$ cat config.mk
export PLATFORM = sky130hd
export DESIGN_NAME = fp32_seqmul
export DESIGN_NICKNAME = d
export VERILOG_FILES = /design/src/rtl/fp32_seqmul.sv
export SDC_FILE = /design/constraint.sdc
export NUM_CORES = 2
export LEC_CHECK = 0
export BUFFER_PORTS_ARGS = -buffer_cell sky130_fd_sc_hd__buf_2
export CORE_AREA = 2 2 222 224
export DETAILED_ROUTE_END_ITERATION = 8
export DIE_AREA = 0 0 224 226
export PLACE_DENSITY = 0.88
export SYNTH_ARGS = -nofsm -noshare
export SYNTH_HDL_FRONTEND = slang
export SYNTH_SLANG_ARGS = --single-unit
$ cat constraint.sdc
create_clock -name clk -period 41.4 [get_ports clk]
set_input_delay 6.21 -clock clk [delete_from_list [all_inputs] [get_ports clk]]
set_output_delay 6.21 -clock clk [all_outputs]
set_load 0.01 [all_outputs]
$ cat src/rtl/fp32_seqmul.sv
module fp32_seqmul #(
  parameter int LAT = 10
) (
  input  logic        clk,
  input  logic        rst_n,
  input  logic        load,
  input  logic [31:0] opa,
  input  logic [31:0] opb,
  output logic [31:0] prod,
  output logic [2:0]  flags,
  output logic        busy
);
  localparam int CW = $clog2(LAT + 1);

  logic [31:0]   a_q, b_q;
  logic [CW-1:0] cnt;

  function automatic logic [4:0] lzc24(input logic [23:0] v);
    lzc24 = 5'd24;
    for (int i = 0; i < 24; i++)
      if (v[i]) lzc24 = 5'(23 - i);
  endfunction

  wire sgn    = a_q[31] ^ b_q[31];
  wire a_zero = (a_q[30:0] == 31'd0);
  wire b_zero = (b_q[30:0] == 31'd0);
  wire a_inf  = (a_q[30:23] == 8'hFF) && (a_q[22:0] == 23'd0);
  wire b_inf  = (b_q[30:23] == 8'hFF) && (b_q[22:0] == 23'd0);
  wire a_nan  = (a_q[30:23] == 8'hFF) && (a_q[22:0] != 23'd0);
  wire b_nan  = (b_q[30:23] == 8'hFF) && (b_q[22:0] != 23'd0);

  logic [23:0]        sa, sb, na, nb;
  logic [4:0]         lza, lzb;
  logic signed [10:0] xa, xb, xe, ef;
  logic [47:0]        pp, pm, psh;
  logic [10:0]        shamt;
  logic [5:0]         sh;
  logic [63:0]        mask;
  logic               lost, g, st, inc;
  logic [24:0]        rnd;
  logic [22:0]        man;
  logic [31:0]        res;
  logic [2:0]         res_f;

  always_comb begin
    sa  = {|a_q[30:23], a_q[22:0]};
    sb  = {|b_q[30:23], b_q[22:0]};
    lza = lzc24(sa);
    lzb = lzc24(sb);
    na  = sa << lza;
    nb  = sb << lzb;
    xa  = ((a_q[30:23] == 8'd0) ? 11'sd1 : $signed({3'b0, a_q[30:23]})) - $signed({6'b0, lza});
    xb  = ((b_q[30:23] == 8'd0) ? 11'sd1 : $signed({3'b0, b_q[30:23]})) - $signed({6'b0, lzb});
    pp  = {24'd0, na} * {24'd0, nb};
    xe  = xa + xb - 11'sd127 + $signed({10'd0, pp[47]});
    pm  = pp[47] ? pp : (pp << 1);

    shamt = (xe < 11'sd1) ? 11'(11'sd1 - xe) : 11'd0;
    sh    = (shamt > 11'd63) ? 6'd63 : shamt[5:0];
    mask  = (64'd1 << sh) - 64'd1;
    lost  = |({16'd0, pm} & mask);
    psh   = pm >> sh;

    g   = psh[23];
    st  = (|psh[22:0]) | lost;
    inc = g & (st | psh[24]);
    rnd = {1'b0, psh[47:24]} + {24'd0, inc};

    ef = (xe < 11'sd1) ? 11'sd0 : xe;
    if (rnd[24]) begin
      ef  = ef + 11'sd1;
      man = 23'd0;
    end else begin
      man = rnd[22:0];
      if (ef == 11'sd0 && rnd[23]) ef = 11'sd1;
    end

    res_f = 3'b000;
    if (a_nan || b_nan || (a_inf && b_zero) || (a_zero && b_inf)) begin
      res   = {sgn, 9'h1FF, 22'd0};
      res_f = 3'b100;
    end else if (a_inf || b_inf || ef >= 11'sd255) begin
      res   = {sgn, 8'hFF, 23'd0};
      res_f = 3'b010;
    end else if (a_zero || b_zero) begin
      res = {sgn, 31'd0};
    end else begin
      res   = {sgn, ef[7:0], man};
      res_f = {2'b00, (ef == 11'sd0) && (man != 23'd0)};
    end
  end

  always_ff @(posedge clk or negedge rst_n) begin
    if (!rst_n) begin
      a_q   <= '0;
      b_q   <= '0;
      cnt   <= '0;
      busy  <= 1'b0;
      prod  <= '0;
      flags <= '0;
    end else if (!busy) begin
      if (load) begin
        a_q  <= opa;
        b_q  <= opb;
        cnt  <= '0;
        busy <= 1'b1;
      end
    end else if (cnt == CW'(LAT - 1)) begin
      busy  <= 1'b0;
      prod  <= res;
      flags <= res_f;
    end else begin
      cnt <= cnt + 1'b1;
    end
  end
endmodule

; Yosys cells after proc, flatten, opt, wreduce, memory -nomap -nowiden
; Cells that the tools add are included.
[totals]
ff_bits = 104
out_inout_bits = 36
elab_cells = 136
[op_classes]
n_addsub = 10
n_mul = 1
n_lt_le_gt_ge = 3
n_eq_ne = 4
shift = 4
mux = 69
bitwise_logic = 6
n_reduce_logical = 33
[op_table]
columns = cell, count
row1 = 5-bit two-way mux, 44
row2 = 31-bit two-way mux, 3
row3 = 23-bit nonzero test, 3
row4 = 48-bit by 64-bit bitwise AND with 64-bit output, 1
row5 = 64-bit OR reduction, 1
row6 = 1-bit by 6-bit << shifter with 64-bit output (first input constant), 1
row7 = 64-bit by 1-bit subtractor with 64-bit output (second input constant), 1
row8 = 31-bit zero test, 2
row9 = 24-bit by 24-bit multiplier with 48-bit output, 1
row10 = 48-bit two-way mux, 1
row11 = 24-bit by 5-bit << shifter with 24-bit output, 2
row12 = 48-bit by 6-bit >> shifter with 48-bit output, 1
row13 = 23-bit zero test, 2
row14 = 11-bit two-way mux, 4
row15 = 4-bit two-way mux, 7
row16 = 24-bit by 1-bit adder with 25-bit output, 1
row17 = 23-bit two-way mux, 1
row18 = 23-bit OR reduction, 1
row19 = 11-bit zero test, 2
row20 = 8-bit by 5-bit subtractor with 9-bit output, 2
row21 = 8-bit equality test (second input constant), 2
row22 = 8-bit zero test, 2
row23 = 8-bit two-way mux, 2
row24 = 8-bit OR reduction, 2
row25 = other kinds (23), 41

; Depth between registers and ports, before layout
[depth]
ltp_word = 48
mapped_depth = 81
ltp_nobuf = 69

; Worst setup path after synthesis
; OpenSTA, ideal clock, no wires.
[synth_timing]
path_type = register -> register
startpoint = register b_q[0]
endpoint = register flags[0]
setup_ns = 0.068
arrival_ns = 16.998
t_required_ns = 41.332
setup_slack_ns = 24.335
path_stages_with_launch = 73
n_path_buf = 15
synth_period_minus_slack_ns = 17.065
path_cell_list = dfrtp_1 clkbuf_1 nor2_1 nor3_1 nor3_1 nor3_1 nor3_1 nor3_1 nor3_1 nor3_1 o31a_1 o31ai_1 clkbuf_1 buf_1 o21ai_0 mux2_2 o22ai_1 clkbuf_1 (+37 left out) o21ai_2 buf_2 buf_4 o211ai_1 nand4_1 a22oi_1 a22oi_1 ha_1 inv_1 a21o_1 or4_1 buf_4 nor4_4 nand2_1 xnor2_1 or4b_1 nor4_1 a32o_1
[synth_via]
elab_chain_cells = 48
[synth_lines]
columns = item, line_no
row1 = "start, declared", 15  ; logic [31:0] a_q, b_q;
row2 = "start signal, assigned", 104  ; b_q <= opb;
row3 = branches (longest 47 deep; another with 5-bit two-way mux), n/a
row4 = 3-bit two-way mux *, 79  ; if (a_nan || b_nan || (a_inf && b_zero) || (a_zero && b_inf)) begin
row5 = "end signal, assigned", 111  ; flags <= res_f;
row6 = "end, declared", 10  ; output logic [2:0] flags,
; Mark *: on every way between the ends.
; A chain may end at the register's enable or synchronous reset.

; Worst setup path after layout
[layout_timing]
startpoint = register b_q[0]
endpoint = register prod[5]
[layout_via]
elab_chain_cells = 47
[layout_lines]
columns = item, line_no
row1 = branches (longest 46 deep; another with 5-bit two-way mux), n/a
row2 = 31-bit two-way mux *, 79
row3 = "end signal, assigned", 110  ; prod <= res;
row4 = "end, declared", 9  ; output logic [31:0] prod,
; Marked as above.

==> report_table.html <==
<table>
<tr><th>Metric</th><th>Value</th></tr>
<tr><th colspan="2">Hold path</th></tr>
<tr><td>Beginning of the worst hold path</td><td>prod[31]</td></tr>
<tr><td>Worst Hold Endpoint</td><td>prod[31]</td></tr>
<tr><td>Hold path cells</td><td>2</td></tr>
<tr><td>Worst min path class</td><td>reg2reg</td></tr>
<tr><th colspan="2">Layout</th></tr>
<tr><td>Final core utilization</td><td>0.722</td></tr>
<tr><td>Number of inserted filler cells in the final layout</td><td>3603</td></tr>
<tr><td>Share of layout cells above drive strength 1</td><td>0.0727</td></tr>
<tr><td>Synthesis-to-layout area growth</td><td>4.42%</td></tr>
<tr><td>Nets</td><td>5126</td></tr>
<tr><td>Final cell area excluding filler cells</td><td>around 0.035 mm2</td></tr>
<tr><th colspan="2">Placed design</th></tr>
<tr><td>Count of input and output buffers</td><td>102</td></tr>
<tr><td>Cell Area, Placed</td><td>approximately 0.035 mm2</td></tr>
<tr><td>Post-DP HPWL</td><td>104 mm</td></tr>
<tr><td>Final weighted congestion of routability-driven global placement</td><td>about 1.1</td></tr>
<tr><th colspan="2">Critical path</th></tr>
<tr><td>Worst-path fanout max</td><td>31</td></tr>
<tr><td>Arrival time of the worst setup path</td><td>between 20 and 25 ns</td></tr>
<tr><td>Required time of the critical path</td><td>41.65 ns</td></tr>
<tr><td>CP startpoint kind</td><td>flop</td></tr>
<tr><td>Worst path top cell family by delay</td><td>adder cells</td></tr>
<tr><td>Path type of the worst setup path</td><td>reg2reg</td></tr>
<tr><td>Number of buffer and inverter stages on the critical path</td><td>11</td></tr>
<tr><td>R2r worst-path depth</td><td>65</td></tr>
<tr><td>Reg-to-Reg End</td><td>prod[5]</td></tr>
<tr><td>Highest-delay cell along the critical path</td><td>fa_1</td></tr>
<tr><td>Source of the worst register-to-register timing path</td><td>b_q[0]</td></tr>
<tr><td>Slack of the worst reg-to-reg path</td><td>20.51 ns</td></tr>
<tr><td>Critical path endpoint category</td><td>flop</td></tr>
<tr><td>Biggest cell delay along the critical path</td><td>1.00 ns</td></tr>
<tr><th colspan="2">Die</th></tr>
<tr><td>Die Footprint</td><td>0.0506 mm2</td></tr>
<tr><td>DIE WIDTH</td><td>around 220 um</td></tr>
<tr><td>Number of cell rows</td><td>81</td></tr>
<tr><td>Floorplan die height</td><td>between 200 and 250 um</td></tr>
<tr><td>Core region area</td><td>0.0483 mm2</td></tr>
<tr><td>Effective utilization at floorplan</td><td>0.691</td></tr>
<tr><td>Top-Level Pins</td><td>approximately 100</td></tr>
<tr><th colspan="2">CTS</th></tr>
<tr><td>Clock tree root buffer cell</td><td>clkbuf_16</td></tr>
<tr><td>Post-cts hold buffer count</td><td>0</td></tr>
<tr><td>Setup Buffers After CTS</td><td>0</td></tr>
<tr><td>Clock transition at path regs</td><td>0.10 ns</td></tr>
<tr><td>Clock network latency to the later pin of the worst-skew pair</td><td>0.38 ns</td></tr>
<tr><td>Cts repair resizes</td><td>0</td></tr>
<tr><td>H-Tree Depth</td><td>3</td></tr>
<tr><td>TritonCTS Sinks</td><td>104</td></tr>
<tr><td>Max clock buf depth</td><td>2</td></tr>
<tr><td>Clock tree from TritonCTS</td><td>done</td></tr>
<tr><td>Inserted Clock Buffers</td><td>9</td></tr>
<tr><th colspan="2">STA</th></tr>
<tr><td>Unrepaired setup endpoints after global routing</td><td>no</td></tr>
<tr><td>Worst Max-Slew Pin Slew</td><td>between 1 and 1.5 ns</td></tr>
<tr><td>Setup clock skew after layout</td><td>0.0243 ns</td></tr>
<tr><td>Achievable Freq</td><td>47.9 MHz</td></tr>
<tr><td>Slew Viols, Final</td><td>0</td></tr>
<tr><td>Worst slew margin relative to its limit</td><td>0.0585</td></tr>
<tr><td>Post-layout minimum cycle time</td><td>around 21 ns</td></tr>
<tr><td>Period Utilization, post-route</td><td>0.505</td></tr>
<tr><td>Setup TNS after final layout</td><td>0 ns</td></tr>
<tr><td>Final-report hold violation count</td><td>0</td></tr>
<tr><td>Final setup violation count</td><td>0</td></tr>
<tr><th colspan="2">Yosys</th></tr>
<tr><td>Post-synth cell types</td><td>112</td></tr>
<tr><td>Area share of fa/ha/maj cells after synthesis</td><td>0.366</td></tr>
<tr><td>Fraction of post-synthesis cell area in the top cell type by area</td><td>0.291</td></tr>
<tr><td>Synthesis warning total</td><td>0</td></tr>
<tr><td>Simple-gate portion of the synthesized area</td><td>0.234</td></tr>
<tr><td>Net count after synthesis</td><td>between 5000 and 6000</td></tr>
<tr><td>Largest family of logic cells by synthesized area</td><td>adder cells</td></tr>
<tr><td>Ranking of synthesized cells by area</td><td>fa_1, nand2_1, dfrtp_1, ha_1, inv_1</td></tr>
<tr><td>Flop and latch count out of synthesis</td><td>104</td></tr>
<tr><td>Largest area contributor in the synthesized netlist</td><td>fa_1</td></tr>
<tr><td>Cell area after synthesis</td><td>between 0.03 and 0.04 mm2</td></tr>
<tr><td>Most used DFF post-synth</td><td>dfrtp_1</td></tr>
<tr><td>Mux cell area share after synthesis</td><td>0.0324</td></tr>
<tr><td>Number of enable flip-flop cells after synthesis</td><td>0</td></tr>
<tr><td>Compound-gate portion of the synthesized area</td><td>0.168</td></tr>
<tr><td>Xor-xnor portion of the synthesized cell area</td><td>0.0268</td></tr>
<tr><td>Cell count after synthesis</td><td>4388</td></tr>
<tr><td>Synthesized area divided by synthesized cell count</td><td>7.61 um2</td></tr>
<tr><td>Async set or reset register ratio after synthesis</td><td>1.00</td></tr>
<tr><td>Sequential element share of the synthesized area</td><td>0.0779</td></tr>
<tr><th colspan="2">GRT</th></tr>
<tr><td>Total congestion overflow after global routing</td><td>0</td></tr>
<tr><td>Initial antenna violation count</td><td>9</td></tr>
<tr><td>Largest net degree at the start of global routing</td><td>80</td></tr>
<tr><td>Tot GR Track Use</td><td>0.552</td></tr>
<tr><td>Number of global-route vias before repair</td><td>35943</td></tr>
<tr><td>Wire length of the first global-routing pass</td><td>209 mm</td></tr>
<tr><th colspan="2">Routing</th></tr>
<tr><td>First-pass iteration count of the detailed router</td><td>9</td></tr>
<tr><td>Detailed Route Iter0 Violations</td><td>5721</td></tr>
<tr><td>Number of vias per cell</td><td>slightly above 7</td></tr>
<tr><td>Antenna-violating nets left</td><td>0</td></tr>
<tr><td>Vias post-DR</td><td>35717</td></tr>
<tr><td>Wire length per cell</td><td>27.4 um</td></tr>
<tr><td>Sum of routed wire length over all layers</td><td>137 mm</td></tr>
<tr><td>DRC</td><td>10</td></tr>
<tr><th colspan="2">Status</th></tr>
<tr><td>Outcome</td><td>finished with violations</td></tr>
<tr><td>Violations in the final reports</td><td>DRC</td></tr>
<tr><th colspan="2">Job</th></tr>
<tr><td>Number of violations of the max-capacitance limit</td><td>0</td></tr>
</table>
## worst max-delay path by stage
stage / startpoint / endpoint / slack [ns] / cells past startpoint
after floorplan: b_q[0] / flags[0] / 24.33 / 72
after global placement: b_q[0] / prod[5] / 22.11 / 65
after detailed placement: b_q[0] / prod[5] / 21.35 / 67
after CTS: b_q[0] / prod[5] / 21.33 / 67
after global routing: b_q[0] / prod[5] / 19.40 / 65
final: b_q[0] / prod[5] / 20.51 / 65
## cell usage after synthesis (17+ instances only)
library cell,instances
a21oi_1,212
a22oi_1,28
nand3_1,126
nand2_1,849
and3_1,27
ha_1,202
nor2_1,351
o211ai_1,45
nand4_1,45
dfrtp_1,104
inv_1,606
nor3_1,98
a221oi_1,22
and2_1,84
o21ai_1,18
xnor2_1,70
fa_1,485
a31oi_1,26
o21ai_0,180
a211oi_1,32
o21a_1,21
xor2_1,22
buf_2,33
mux2i_1,74
or3_1,21
a21o_1,32
mux2_2,17
clkbuf_1,160
nor4_1,38
## state kept, by name, summed over array words and instances (netlist names)
name   count
cnt        4
a_q       32
prod      32
busy       1
flags      3
b_q       32
## cell usage in the layout (no fill, tap or decap), types with 37 or more instances in the layout
cell / synthesis / layout
a21oi_1: 212 / 210
and2_1: 84 / 84
buf_2: 33 / 101
buf_4: 3 / 88
dfrtp_1: 104 / 104
fa_1: 485 / 485
ha_1: 202 / 202
inv_1: 606 / 606
mux2i_1: 74 / 74
nand2_1: 849 / 849
nand3_1: 126 / 126
nand4_1: 45 / 45
nor2_1: 351 / 347
nor3_1: 98 / 98
nor4_1: 38 / 37
o211ai_1: 45 / 45
o21ai_0: 180 / 171
xnor2_1: 70 / 70
## logic make-up (layout without fill, tap and decap cells)
kind of cell	count (synthesis)	count (layout)
and+or+nand+nor	1743	1743
AOI/OAI and AO/OA	835	835
buffers and inverters	824	813
adders and majority gates	687	687
DFF	104	104
muxes	98	98
xor gates and xnor gates	96	96
other	1	8
## through the flow
stage / worst slack [ns] / cells / hold slack [ns]
finish: 20.51 / 5006 / 0.488
detailed placement: 21.35 / 4983 / 0.468
CTS: 21.33 / 4999 / 0.489
global route: 19.40 / 5000 / 0.509
global placement: 22.11 / 4983 / 0.459
floorplan: 24.33 / 4388 / 0.467
## worst min-delay path, delay by kind of cell, from the launching register on
kind	cells	cell delay, ns
flops	1	0.35
compound gates	1	0.06
simple gates	1	0.05
## routing by layer
layer  track usage  wire (um)
met5        0.0342         45
met4         0.463      15800
met3         0.265      21200
met2         0.813      57100
met1         0.597      42900
## layout make-up
cell class | instances | area (um2) | area share
antenna | 7 | 17.5 | 0.000502
sequential | 104 | 2600 | 0.0746
multi-input combinational | 3460 | 27700 | 0.795
clock inverter | 7 | 97.6 | 0.00280
tap | 622 | 778 | 0.0223
inverter | 608 | 2280 | 0.0654
clock buffer | 9 | 225 | 0.00646
timing repair buffer | 189 | 1170 | 0.0334
Power is not shown: default switching activity piles up to over one toggle a cycle in this logic, so the estimate is an artifact.
